--- config.mk ---
export PLATFORM = sky130hd
export DESIGN_NAME = comma_aligner
export DESIGN_NICKNAME = d
export VERILOG_FILES = /design/src/rtl/aligner_pkg.sv /design/src/rtl/aligner_comma_det.sv /design/src/rtl/aligner_lane_mux.sv /design/src/rtl/aligner_lock_ctrl.sv /design/src/rtl/comma_aligner.sv
export SDC_FILE = /design/constraint.sdc
export NUM_CORES = 1
export LEC_CHECK = 0
export ABC_AREA = 0
export BUFFER_PORTS_ARGS = -buffer_cell sky130_fd_sc_hd__buf_4
export CAP_MARGIN = 20
export CORE_MARGIN = 5
export CORE_UTILIZATION = 53
export DETAILED_ROUTE_END_ITERATION = 6
export GPL_ROUTABILITY_DRIVEN = 0
export HOLD_SLACK_MARGIN = 0.1
export PLACE_DENSITY = 0.78
export SYNTH_ARGS = -nofsm -noshare
export SYNTH_HDL_FRONTEND = slang
export SYNTH_HIERARCHICAL = 1
export SYNTH_SLANG_ARGS = --single-unit
--- constraint.sdc ---
create_clock -name clk_i -period 2.2 [get_ports clk_i]
set_input_delay 0.44 -clock clk_i [delete_from_list [all_inputs] [get_ports clk_i]]
set_output_delay 0.44 -clock clk_i [all_outputs]
set_load 0.02 [all_outputs]
--- src/rtl/aligner_pkg.sv ---
package aligner_pkg;
  localparam int unsigned BYTE_W     = 8;
  localparam logic [7:0]  COMMA_CTRL = 8'hBC;  // control byte of idle word
  localparam logic [7:0]  COMMA_DATA = 8'h50;  // data byte of idle word
  localparam int unsigned LOCK_RUN   = 4;
  localparam int unsigned SLIP_RUN   = 4;
endpackage

--- src/rtl/aligner_comma_det.sv ---
module aligner_comma_det
  import aligner_pkg::*;
#(
  parameter int unsigned    BW    = BYTE_W,
  parameter logic [BW-1:0]  CTRL  = COMMA_CTRL[BW-1:0],
  parameter logic [BW-1:0]  DATA  = COMMA_DATA[BW-1:0],
  localparam int unsigned   WW    = 2 * BW
) (
  input  logic [WW-1:0] cur_data_i,
  input  logic [1:0]    cur_k_i,
  input  logic [WW-1:0] prev_data_i,
  input  logic [1:0]    prev_k_i,
  output logic          straight_hit_o,
  output logic          swap_hit_o
);
  logic [BW-1:0] cur_hi, cur_lo, prev_lo;

  assign cur_hi  = cur_data_i[WW-1 -: BW];
  assign cur_lo  = cur_data_i[BW-1:0];
  assign prev_lo = prev_data_i[BW-1:0];

  // comma fully inside the current word
  assign straight_hit_o = (cur_hi == CTRL) && (cur_lo == DATA) && (cur_k_i == 2'b10);

  // comma straddling previous lower lane and current upper lane
  assign swap_hit_o = (prev_lo == CTRL) && prev_k_i[0] &&
                      (cur_hi == DATA) && !cur_k_i[1];
endmodule

--- src/rtl/aligner_lane_mux.sv ---
module aligner_lane_mux
  import aligner_pkg::*;
#(
  parameter int unsigned  BW = BYTE_W,
  localparam int unsigned WW = 2 * BW
) (
  input  logic          clk_i,
  input  logic          rst_ni,
  input  logic          swap_i,
  input  logic [WW-1:0] data_i,
  input  logic [1:0]    k_i,
  output logic [WW-1:0] prev_data_o,
  output logic [1:0]    prev_k_o,
  output logic [WW-1:0] data_o,
  output logic [1:0]    k_o
);
  logic [WW-1:0] prev_d_q, out_d_q, out_d_n;
  logic [1:0]    prev_k_q, out_k_q, out_k_n;

  always_comb begin
    if (swap_i) begin
      out_d_n = {prev_d_q[BW-1:0], data_i[WW-1 -: BW]};
      out_k_n = {prev_k_q[0], k_i[1]};
    end else begin
      out_d_n = data_i;
      out_k_n = k_i;
    end
  end

  always_ff @(posedge clk_i or negedge rst_ni) begin
    if (!rst_ni) begin
      prev_d_q <= '0;
      prev_k_q <= '0;
      out_d_q  <= '0;
      out_k_q  <= '0;
    end else begin
      prev_d_q <= data_i;
      prev_k_q <= k_i;
      out_d_q  <= out_d_n;
      out_k_q  <= out_k_n;
    end
  end

  assign prev_data_o = prev_d_q;
  assign prev_k_o    = prev_k_q;
  assign data_o      = out_d_q;
  assign k_o         = out_k_q;
endmodule

--- src/rtl/aligner_lock_ctrl.sv ---
module aligner_lock_ctrl
  import aligner_pkg::*;
#(
  parameter int unsigned  GOOD_RUN = LOCK_RUN,
  parameter int unsigned  OPP_RUN  = SLIP_RUN,
  localparam int unsigned RUN_MAX  = (GOOD_RUN > OPP_RUN) ? GOOD_RUN : OPP_RUN,
  localparam int unsigned CNT_W    = $clog2(RUN_MAX + 1)
) (
  input  logic clk_i,
  input  logic rst_ni,
  input  logic straight_hit_i,
  input  logic swap_hit_i,
  output logic swap_o,
  output logic locked_o
);
  localparam logic [CNT_W-1:0] GOOD_LAST = CNT_W'(GOOD_RUN - 1);
  localparam logic [CNT_W-1:0] OPP_LAST  = CNT_W'(OPP_RUN - 1);

  logic             swap_q, locked_q;
  logic [CNT_W-1:0] good_q, opp_q, good_n, opp_n;
  logic             good, opp, good_done, opp_done;

  assign good      = swap_q ? swap_hit_i : straight_hit_i;
  assign opp       = swap_q ? straight_hit_i : swap_hit_i;
  assign good_done = good && (good_q == GOOD_LAST);
  assign opp_done  = opp && (opp_q == OPP_LAST);

  // saturating run counters, cleared by any non-matching word
  always_comb begin
    good_n = '0;
    opp_n  = '0;
    if (good) good_n = (good_q == GOOD_LAST) ? good_q : good_q + 1'b1;
    if (opp)  opp_n  = (opp_q  == OPP_LAST)  ? opp_q  : opp_q  + 1'b1;
  end

  always_ff @(posedge clk_i or negedge rst_ni) begin
    if (!rst_ni) begin
      swap_q   <= 1'b0;
      locked_q <= 1'b0;
      good_q   <= '0;
      opp_q    <= '0;
    end else if (opp_done) begin
      good_q <= '0;
      opp_q  <= '0;
      if (locked_q) locked_q <= 1'b0;
      else          swap_q   <= ~swap_q;
    end else if (good_done && !locked_q) begin
      locked_q <= 1'b1;
      good_q   <= '0;
      opp_q    <= '0;
    end else begin
      good_q <= good_n;
      opp_q  <= opp_n;
    end
  end

  assign swap_o   = swap_q;
  assign locked_o = locked_q;
endmodule

--- src/rtl/comma_aligner.sv ---
module comma_aligner
  import aligner_pkg::*;
#(
  parameter int unsigned  BW       = BYTE_W,
  parameter int unsigned  GOOD_RUN = LOCK_RUN,
  parameter int unsigned  OPP_RUN  = SLIP_RUN,
  localparam int unsigned WW       = 2 * BW
) (
  input  logic          clk_i,
  input  logic          rst_ni,
  input  logic [WW-1:0] data_i,
  input  logic [1:0]    k_i,
  output logic [WW-1:0] data_o,
  output logic [1:0]    k_o,
  output logic          locked_o
);
  logic [WW-1:0] prev_data;
  logic [1:0]    prev_k;
  logic          straight_hit, swap_hit, swap_q;

  aligner_comma_det #(.BW(BW)) u_det (
    .cur_data_i     (data_i),
    .cur_k_i        (k_i),
    .prev_data_i    (prev_data),
    .prev_k_i       (prev_k),
    .straight_hit_o (straight_hit),
    .swap_hit_o     (swap_hit)
  );

  aligner_lock_ctrl #(.GOOD_RUN(GOOD_RUN), .OPP_RUN(OPP_RUN)) u_lock (
    .clk_i          (clk_i),
    .rst_ni         (rst_ni),
    .straight_hit_i (straight_hit),
    .swap_hit_i     (swap_hit),
    .swap_o         (swap_q),
    .locked_o       (locked_o)
  );

  aligner_lane_mux #(.BW(BW)) u_mux (
    .clk_i       (clk_i),
    .rst_ni      (rst_ni),
    .swap_i      (swap_q),
    .data_i      (data_i),
    .k_i         (k_i),
    .prev_data_o (prev_data),
    .prev_k_o    (prev_k),
    .data_o      (data_o),
    .k_o         (k_o)
  );
endmodule

# Yosys cells after proc, flatten, opt, wreduce, memory -nomap -nowiden
# Index checks and enable logic that the tools add are counted.
# W data, S select, Z words.
word_totals:
  reg_bits: 35
  in_bits: 20
  out_inout_bits: 19
  word_cells: 47
op_classes:
  n_addsub: 2
  eq_ne: 9
  mux: 14
  n_bitwise: 2
  n_reduce_logical: 12
ops:
  columns: ["operator", "n"]
  rows:
  - ["$mux W3", 8]
  - ["$eq A8 B7 Y1 const B", 2]
  - ["$eq A8 B8 Y1 const B", 2]
  - ["$mux W16", 1]
  - ["$logic_and A1 B1 Y1", 8]
  - ["$ne A4 B4 Y1 const B", 2]
  - ["$add A3 B1 Y3 const B", 2]
  - ["$eq A3 B2 Y1 const B", 2]
  - ["$mux W1", 4]
  - ["$eq A2 B2 Y1 const B", 1]
  - ["$logic_not A1 Y1", 2]
  - ["$mux W2", 1]
  - ["$not A1 Y1", 2]
  - ["$reduce_and A2 Y1", 1]
  - ["$reduce_bool A2 Y1", 1]

# Longest topological paths before layout
# Gate-level depths: netlist (run 1).
logic_depth:
  depth_word: 9
  depth_mapped: 6
  depth_no_buf: 6

# Cells and area by module
# The synthesis (run 1) kept the hierarchy.
by_module_without_submodules:
  columns: ["module", "instances", "cells_per_inst", "area_each_um2", "seq_area_each_um2"]
  rows:
  - ["aligner_lane_mux", 1, 56, 1172.4, 900.9]
  - ["aligner_lock_ctrl", 1, 43, 445.4, 200.2]
  - ["aligner_comma_det", 1, 14, 113.9, 0.0]

# Least setup slack after synthesis (run 1)
# No wires, ideal clock.
synth_timing:
  kind: "input to register"
  startpoint: "in data_i[10]"
  endpoint: "reg u_lock.opp_q[0]"
  setup_ns: 0.069
  t_arrival_ns: 1.770
  required_time_ns: 2.131
  slack_ns: 0.361
  path_stages: 6
  path_buffers: 0
  cell_sequence: "nor4b_2 -> nand3_1 -> nor4_2 -> mux2i_1 -> or3_4 -> nor2_2"
synth_via:
  elab_chain_cells: 8
  word_cells_on_any_way: 15
  classes_between: "eq/ne: 3; mux: 5; reduce/logical: 7"
synth_lines:
  columns: ["element", "line", "source"]
  rows:
  - ["start: declaration", "comma_aligner.sv:11", "input logic [WW-1:0] data_i,"]
  - ["$eq A8 B7 Y1 (*)", "aligner_comma_det.sv:27", "(cur_hi == DATA) && !cur_k_i[1];"]
  - ["$logic_and A1 B1 Y1 (*)", "aligner_comma_det.sv:26", "assign swap_hit_o = (prev_lo == CTRL) && prev_k_i[0] &&"]
  - ["$logic_and A1 B1 Y1 (*)", "aligner_comma_det.sv:27", null]
  - ["named net swap_hit", "comma_aligner.sv:19", "logic straight_hit, swap_hit, swap_q;"]
  - ["$mux W1", "aligner_lock_ctrl.sv:23", "assign good = swap_q ? swap_hit_i : straight_hit_i;"]
  - ["$logic_and A1 B1 Y1", "aligner_lock_ctrl.sv:25", "assign good_done = good && (good_q == GOOD_LAST);"]
  - ["$logic_and A1 B1 Y1", "aligner_lock_ctrl.sv:47", "end else if (good_done && !locked_q) begin"]
  - ["$mux W3", "aligner_lock_ctrl.sv:47", null]
  - ["$mux W3", "aligner_lock_ctrl.sv:42", "end else if (opp_done) begin"]
  - ["end signal: assignment", "aligner_lock_ctrl.sv:53", "opp_q <= opp_n;"]
  - ["end: declaration", "aligner_lock_ctrl.sv:20", "logic [CNT_W-1:0] good_q, opp_q, good_n, opp_n;"]
# Mark *: on every way through the listed nets, which the timed path passes. The rest lies on a longest branch.
# A chain may end at the register's enable or synchronous reset.

# Worst setup path in the final report (run 1)
layout_timing:
  startpoint: "reg u_mux.prev_d_q[0] (netlist: u_mux/prev_data_o[0])"
  endpoint: "reg u_lock.opp_q[1]"
layout_via:
  elab_chain_cells: 9
  word_cells_on_any_way: 13
  classes_between: "eq/ne: 2; mux: 5; reduce/logical: 6"
layout_lines:
  columns: ["element", "line", "source"]
  rows:
  - ["start: declaration", "aligner_lane_mux.sv:17", "logic [WW-1:0] prev_d_q, out_d_q, out_d_n;"]
  - ["start signal: assignment", "aligner_lane_mux.sv:37", "prev_d_q <= data_i;"]
  - ["$eq A8 B8 Y1 (*)", "aligner_comma_det.sv:26", null]
  - ["$logic_and A1 B1 Y1 (*) (2 in a row)", "aligner_comma_det.sv:26", null]
  - ["$logic_and A1 B1 Y1 (*)", "aligner_comma_det.sv:27", null]
  - ["named net swap_hit", "comma_aligner.sv:19", null]
  - ["$mux W1", "aligner_lock_ctrl.sv:23", null]
  - ["$logic_and A1 B1 Y1", "aligner_lock_ctrl.sv:25", null]
  - ["$logic_and A1 B1 Y1", "aligner_lock_ctrl.sv:47", null]
  - ["$mux W3", "aligner_lock_ctrl.sv:47", null]
  - ["$mux W3", "aligner_lock_ctrl.sv:42", null]
# Marked as above.

==> impl_metrics.tcl, run 1 <==
set metrics [dict create \
    status "completed" \
    setup_viol 0 \
    hold_end "u_mux/prev_data_o[0]$_DFF_PN0_" \
    synthCells 104 \
    use_met1_pct 21.6 \
    rsz0062_at_grt "false" \
    report.final.slew_viol_count 0 \
    core_um2 2730 \
    pin_count 39 \
    drt-wirelength-per-cell_um 16.0 \
    max_freq_mhz 553 \
    layout_setup_ws_ps 393 \
    drc 0 \
    crit_required_ps 2470 \
    fin_crit_sh_pct 82.1 \
    grt_pass1_vias 1028 \
    overflow 0 \
    p_total_uw 1290 \
    antenna_found_initial 0 \
    root_buffer "clkbuf_4" \
    pre_cts_slack_ps 195 \
    grtUsageMet3_pct 6.04 \
    arrival_ps 2080 \
    cp_cell_sequence "nor4bb_1, nand4_1, nor4_2, buf_4, mux2i_1, or3_4, nor2_2" \
    start_util_pct 55.1 \
    vias 977 \
    routed_wl_um 2890 \
    row_count 19 \
    numCtsBuffers 5 \
    cts_sinks 35 \
    min_period_ps 1810 \
    grt_pass1_wl_um 4900 \
    postRouteAntennaNets 0 \
    rr_worst_depth 7 \
    reg2reg_from "u_mux/prev_data_o[0]$_DFF_PN0_" \
    max_cap_violations 0 \
    cp_top_family "simple AND/OR/NAND/NOR gates" \
    drive_above_1_share_pct 50.0 \
    grt.total_usage_pct 16.1 \
    detail_route.vias_per_cell 5.40 \
    ir_drop_uv 648 \
    drtIter0Drc 20 \
    diodes 0 \
    dr.pass1.iters 4 \
    endpoint_kind "flop" \
    slew_headroom_pct 71.4 \
    cts_tree "yes" \
    portBuffers 38 \
    post_cts_buffers 0 \
    die_x_um 63.3 \
    crit_buf_inv 1 \
    grtUsageMet2_pct 22.7 \
    finalClockSkew_ps 9.07 \
    reg2reg_to "u_lock/opp_q[1]$_DFFE_PN0P_" \
    grt_max_degree 36 \
    clock_latency_ps 340 \
    worst_pin_slew_ps 429 \
    regToRegSetupSlack_ps 390 \
    hp-start "data_i[0]" \
    hold_path_class "in -> reg" \
    yosysWarnings 6 \
    crit_path_start_kind "flop" \
    powerDensity_nw_per_um2 679 \
    die_area_um2 4010 \
    avgSynthCellArea_um2 14.5 \
    synth_area_um2 1510 \
    whs_ps 214 \
    fin_nets 173 \
    slowest_delay_ps 400 \
    clk_pin_slew_ps 100 \
    syn_nets 128 \
    busiest_layer "met2" \
    leakagePower_uw 0.000884 \
    path_max_fanout 7 \
    setup_tns_ps 0 \
    critPathKind "reg -> reg" \
    h-tree-depth 2 \
    hold-path-cell-count 1 \
    cp_slowest_cell "or3_4" \
    cts.path.max_buffers 2 \
    dpl.hpwl_um 2140 \
    area_growth_syn_to_layout_pct 26.1 \
    die_h_um 63.3 \
    hold_viol_final 0 \
]
==> per-stage QoR <==
| step | instance area [um^2] | std cells | utilization (%) |
|---|---|---|---|
| after detailed placement | 1800 | 172 | 65.9 |
| after global routing | 1900 | 181 | 69.5 |
| final | 1900 | 181 | 69.5 |
| after floorplan | 1510 | 104 | - |
| after CTS | 1900 | 181 | 69.5 |
| after global placement | 1800 | 172 | 65.9 |
==> per-layer routing <==
metal / part of all wire, % / wire, um
met3: 7.5 / 216
met5: 0 / 0
met1: 44 / 1270
met4: 2.6 / 76
met2: 46 / 1330
==> worst max path at each step <==
stage	from	end	slack [ps]	depth (start not counted)
CTS	u_mux/prev_data_o[0]$_DFF_PN0_	u_lock/opp_q[1]$_DFFE_PN0P_	380	7
global route	u_mux/prev_data_o[0]$_DFF_PN0_	u_lock/opp_q[1]$_DFFE_PN0P_	220	7
detailed placement	data_i[3]	u_lock/good_q[1]$_DFFE_PN0P_	200	8
finish	u_mux/prev_data_o[0]$_DFF_PN0_	u_lock/opp_q[1]$_DFFE_PN0P_	390	7
global placement	data_i[10]	u_lock/opp_q[0]$_DFFE_PN0P_	240	8
floorplan	data_i[10]	u_lock/opp_q[0]$_DFFE_PN0P_	360	6
==> placed cells by master (no fill, tap or decap), types with 2 or more instances in the layout <==
master    instances
nand4_1           2
mux2_2            8
o21ai_0           2
clkbuf_4          5
inv_1             4
mux2i_1           3
buf_4            41
nand2_1           3
mux2_4           10
nor4b_2           2
dfrtp_1          35
nor2_1            7
nor2_2            3
ha_1              4
a21oi_1           3
==> final cells by class <==
cell class | count | area (um^2)
clock buffer | 6 | 51.3
clock inverter | 2 | 35.0
fill | 203 | 835
inverter | 4 | 15.0
multi-input combinational | 61 | 566
sequential | 35 | 876
tap | 31 | 38.8
timing repair buffer | 42 | 318
==> worst register-to-register path: cells and delay by family, from the launching register on <==
family / cells / cell delay (ps)
simple gates: 5 / 1110
flops: 1 / 390
buf+inv: 1 / 180
mux: 1 / 70
==> where the power goes <==
group	total (uW)	switching [uW]	internal [uW]
combinational	131	64.5	66.1
clock	482	214	268
sequential	678	9.79	668
==> registers in the layout, summed over array words and instances (netlist names) <==
signal / flops
u_mux/data_o: 16
u_mux/prev_data_o: 8
u_mux/k_o: 2
u_lock/opp_q: 3
u_lock/locked_o: 1
u_mux/prev_k_o: 1
u_lock/swap_o: 1
u_lock/good_q: 3
==> timing repair <==
item,4_1_cts,5_1_grt
gates resized for setup,0,0
endpoints found under the setup margin,0,0
hold buffers,1,0
hold endpoints to repair,35,0
Note: power is estimated with default switching activity, not from simulation.
==> run 2: changes to the inputs <==
--- a/config.mk
+++ b/config.mk
@@ -9,11 +9,11 @@
 export BUFFER_PORTS_ARGS = -buffer_cell sky130_fd_sc_hd__buf_4
 export CAP_MARGIN = 20
 export CORE_MARGIN = 5
-export CORE_UTILIZATION = 53
+export CORE_UTILIZATION = 48
 export DETAILED_ROUTE_END_ITERATION = 6
 export GPL_ROUTABILITY_DRIVEN = 0
 export HOLD_SLACK_MARGIN = 0.1
-export PLACE_DENSITY = 0.78
+export PLACE_DENSITY = 0.75
 export SYNTH_ARGS = -nofsm -noshare
 export SYNTH_HDL_FRONTEND = slang
 export SYNTH_HIERARCHICAL = 1
==> constraint.sdc (replaced) <==
create_clock -name clk_i -period 1.5 [get_ports clk_i]
set_input_delay 0.3 -clock clk_i [delete_from_list [all_inputs] [get_ports clk_i]]
set_output_delay 0.3 -clock clk_i [all_outputs]
set_load 0.02 [all_outputs]
==> run 2 against run 1 <==
- clock skew rose by 1.8 ps
- largest power group unchanged
- non-clock buffer count increased by 20
- the run now ends with negative setup slack left
- final cell count rose by 18%
- die area grew 8.7%
- final area up 11%
- via count rose by 9.1%
- sequential share of layout area is 4.4 points lower
- critical endpoint is now u_lock/opp_q[0]$_DFFE_PN0P_
==> impl_metrics.tcl, run 2 (synthesis gave the netlist of run 1 again) <==
set metrics [dict create \
    grt.total_usage_pct 17.0 \
    largest_register_ffs 16 \
    p_sw_uw 416 \
    layout_setup_ws_ps -193 \
    max_cap_violations 0 \
    multiInputGateArea_um2 607 \
    rsz0062_at_grt "true" \
    final_util_pct 69.4 \
    ir_drop_uv 524 \
    final_common_cell "buf_4" \
    grt_pass1_vias 1160 \
    powerDensity_nw_per_um2 809 \
    numCtsBuffers 5 \
    p_seq_share_pct 58.5 \
    status "finished, violations left" \
    reg2reg_to "u_lock/opp_q[0]$_DFFE_PN0P_" \
    cp_cell_sequence "nor4bb_2, nand4_1, nor4_4, mux2i_1, or3_4, nor2_2" \
    pin_count 39 \
    fillers 221 \
    area_growth_syn_to_layout_pct 39.5 \
    critPathKind "reg -> reg" \
    hold_viol_final 0 \
    diodes 0 \
    crit_path_start_kind "flop" \
    dpl.hpwl_um 2390 \
    slew_headroom_pct 71.4 \
    clock_latency_ps 340 \
    max_freq_mhz 591 \
    endpoint_kind "flop" \
    final_cell_mix "53 x buf_4, 35 x dfrtp_1, 10 x mux2_4" \
    worst_pin_slew_ps 429 \
    die_x_um 66.0 \
    finalClockSkew_ps 10.9 \
    cts_tree "yes" \
    arrival_ps 1960 \
    p_clk_share_pct 28.3 \
    routed_wl_um 3200 \
    row_count 20 \
    report.final.slew_viol_count 0 \
    cts.path.max_buffers 2 \
    start_util_pct 49.8 \
    grt_pass1_wl_um 5440 \
    failed_checks "negative setup slack" \
    portBuffers 38 \
    antenna_found_initial 0 \
    setup_viol 8 \
    dr.pass1.iters 4 \
    slowest_delay_ps 400 \
    postRouteAntennaNets 0 \
    power_frac_comb_pct 13.2 \
    cp_slowest_cell "dfrtp_1" \
    fin_nets 193 \
    drc 0 \
    min_period_ps 1690 \
    whs_ps 173 \
    hold_path_class "in -> reg" \
    detail_route.vias_per_cell 4.98 \
    reg2reg_from "u_mux/prev_data_o[0]$_DFF_PN0_" \
    leakagePower_uw 0.000970 \
    drt-wirelength-per-cell_um 15.0 \
    power.switching_fraction_pct 24.4 \
    drtIter0Drc 34 \
    root_buffer "clkbuf_4" \
    clk_pin_slew_ps 100 \
    rr_worst_depth 6 \
    crit_required_ps 1770 \
    grt_max_degree 36 \
    fin_crit_sh_pct 113 \
    h-tree-depth 2 \
    drive_above_1_share_pct 54.7 \
    crit_buf_inv 0 \
    hp-start "data_i[7]" \
    overflow 0 \
    intPower_uw 1280 \
    path_max_fanout 3 \
    cp_top_family "simple AND/OR/NAND/NOR gates" \
    die_h_um 66.0 \
    hold_end "u_mux/prev_data_o[7]$_DFF_PN0_" \
    vias 1066 \
    regToRegSetupSlack_ps -190 \
    die_area_um2 4360 \
    regArea_um2 876 \
    hold-path-cell-count 2 \
    cts_sinks 35 \
    core_um2 3030 \
]
## run 2: power by group through the flow
stage / combinational, uW / sequential, uW / clock [uW]
floorplan: 39.8 / 1040 / 0
global placement: 209 / 1010 / 0
detailed placement: 213 / 1010 / 0
CTS: 227 / 994 / 483
global route: 243 / 998 / 544
finish: 225 / 994 / 481
## run 2: how the worst max path moves through the flow
stage	start	endpoint	slack, ps	cells past startpoint
floorplan	u_mux/prev_data_o[0]$_DFF_PN0_	u_lock/opp_q[0]$_DFFE_PN0P_	-160	6
finish	u_mux/prev_data_o[0]$_DFF_PN0_	u_lock/opp_q[0]$_DFFE_PN0P_	-190	6
global route	u_mux/prev_data_o[0]$_DFF_PN0_	u_lock/opp_q[0]$_DFFE_PN0P_	-360	6
detailed placement	data_i[3]	u_lock/opp_q[0]$_DFFE_PN0P_	-300	7
global placement	data_i[3]	u_lock/opp_q[2]$_DFFE_PN0P_	-240	7
CTS	u_mux/prev_data_o[0]$_DFF_PN0_	u_lock/opp_q[0]$_DFFE_PN0P_	-250	6
## run 2: metrics by stage
step	worst slack, ps	cell area, um^2	total power [uW]	instances	TNS (ps)
floorplan	-161	1520	1080	104	-681
global placement	-243	1940	1220	197	-1490
detailed placement	-300	1940	1230	197	-1920
CTS	-253	2080	1700	213	-1460
global route	-360	2100	1790	214	-2420
finish	-193	2100	1700	214	-1210
## run 2: metal layers
metal	GRT usage, %	vias to the layer above	part of all wire, %
li1	-	494	-
met1	18.8	539	39
met2	29.3	28	53
met3	5.10	5	6.6
met4	8.38	0	1.6
met5	0	-	0
## run 2: what timing repair did
| item | in CTS | in global routing |
|---|---|---|
| pin swaps | 4 | 2 |
| buffers inserted | 1 | 1 |
| resized for setup | 3 | 5 |
| endpoints found under the hold margin | 41 | 0 |
| gates cloned | 0 | 0 |
| setup endpoints to repair | 8 | 8 |
| hold buffers | 7 | 0 |
## run 2: area by class of cell
cell class | instances | share of cell area, %
tap | 44 | 2.62
clock buffer | 7 | 2.14
clock inverter | 1 | 0.238
sequential | 35 | 41.7
timing repair buffer | 62 | 23.7
inverter | 4 | 0.714
multi-input combinational | 61 | 28.9
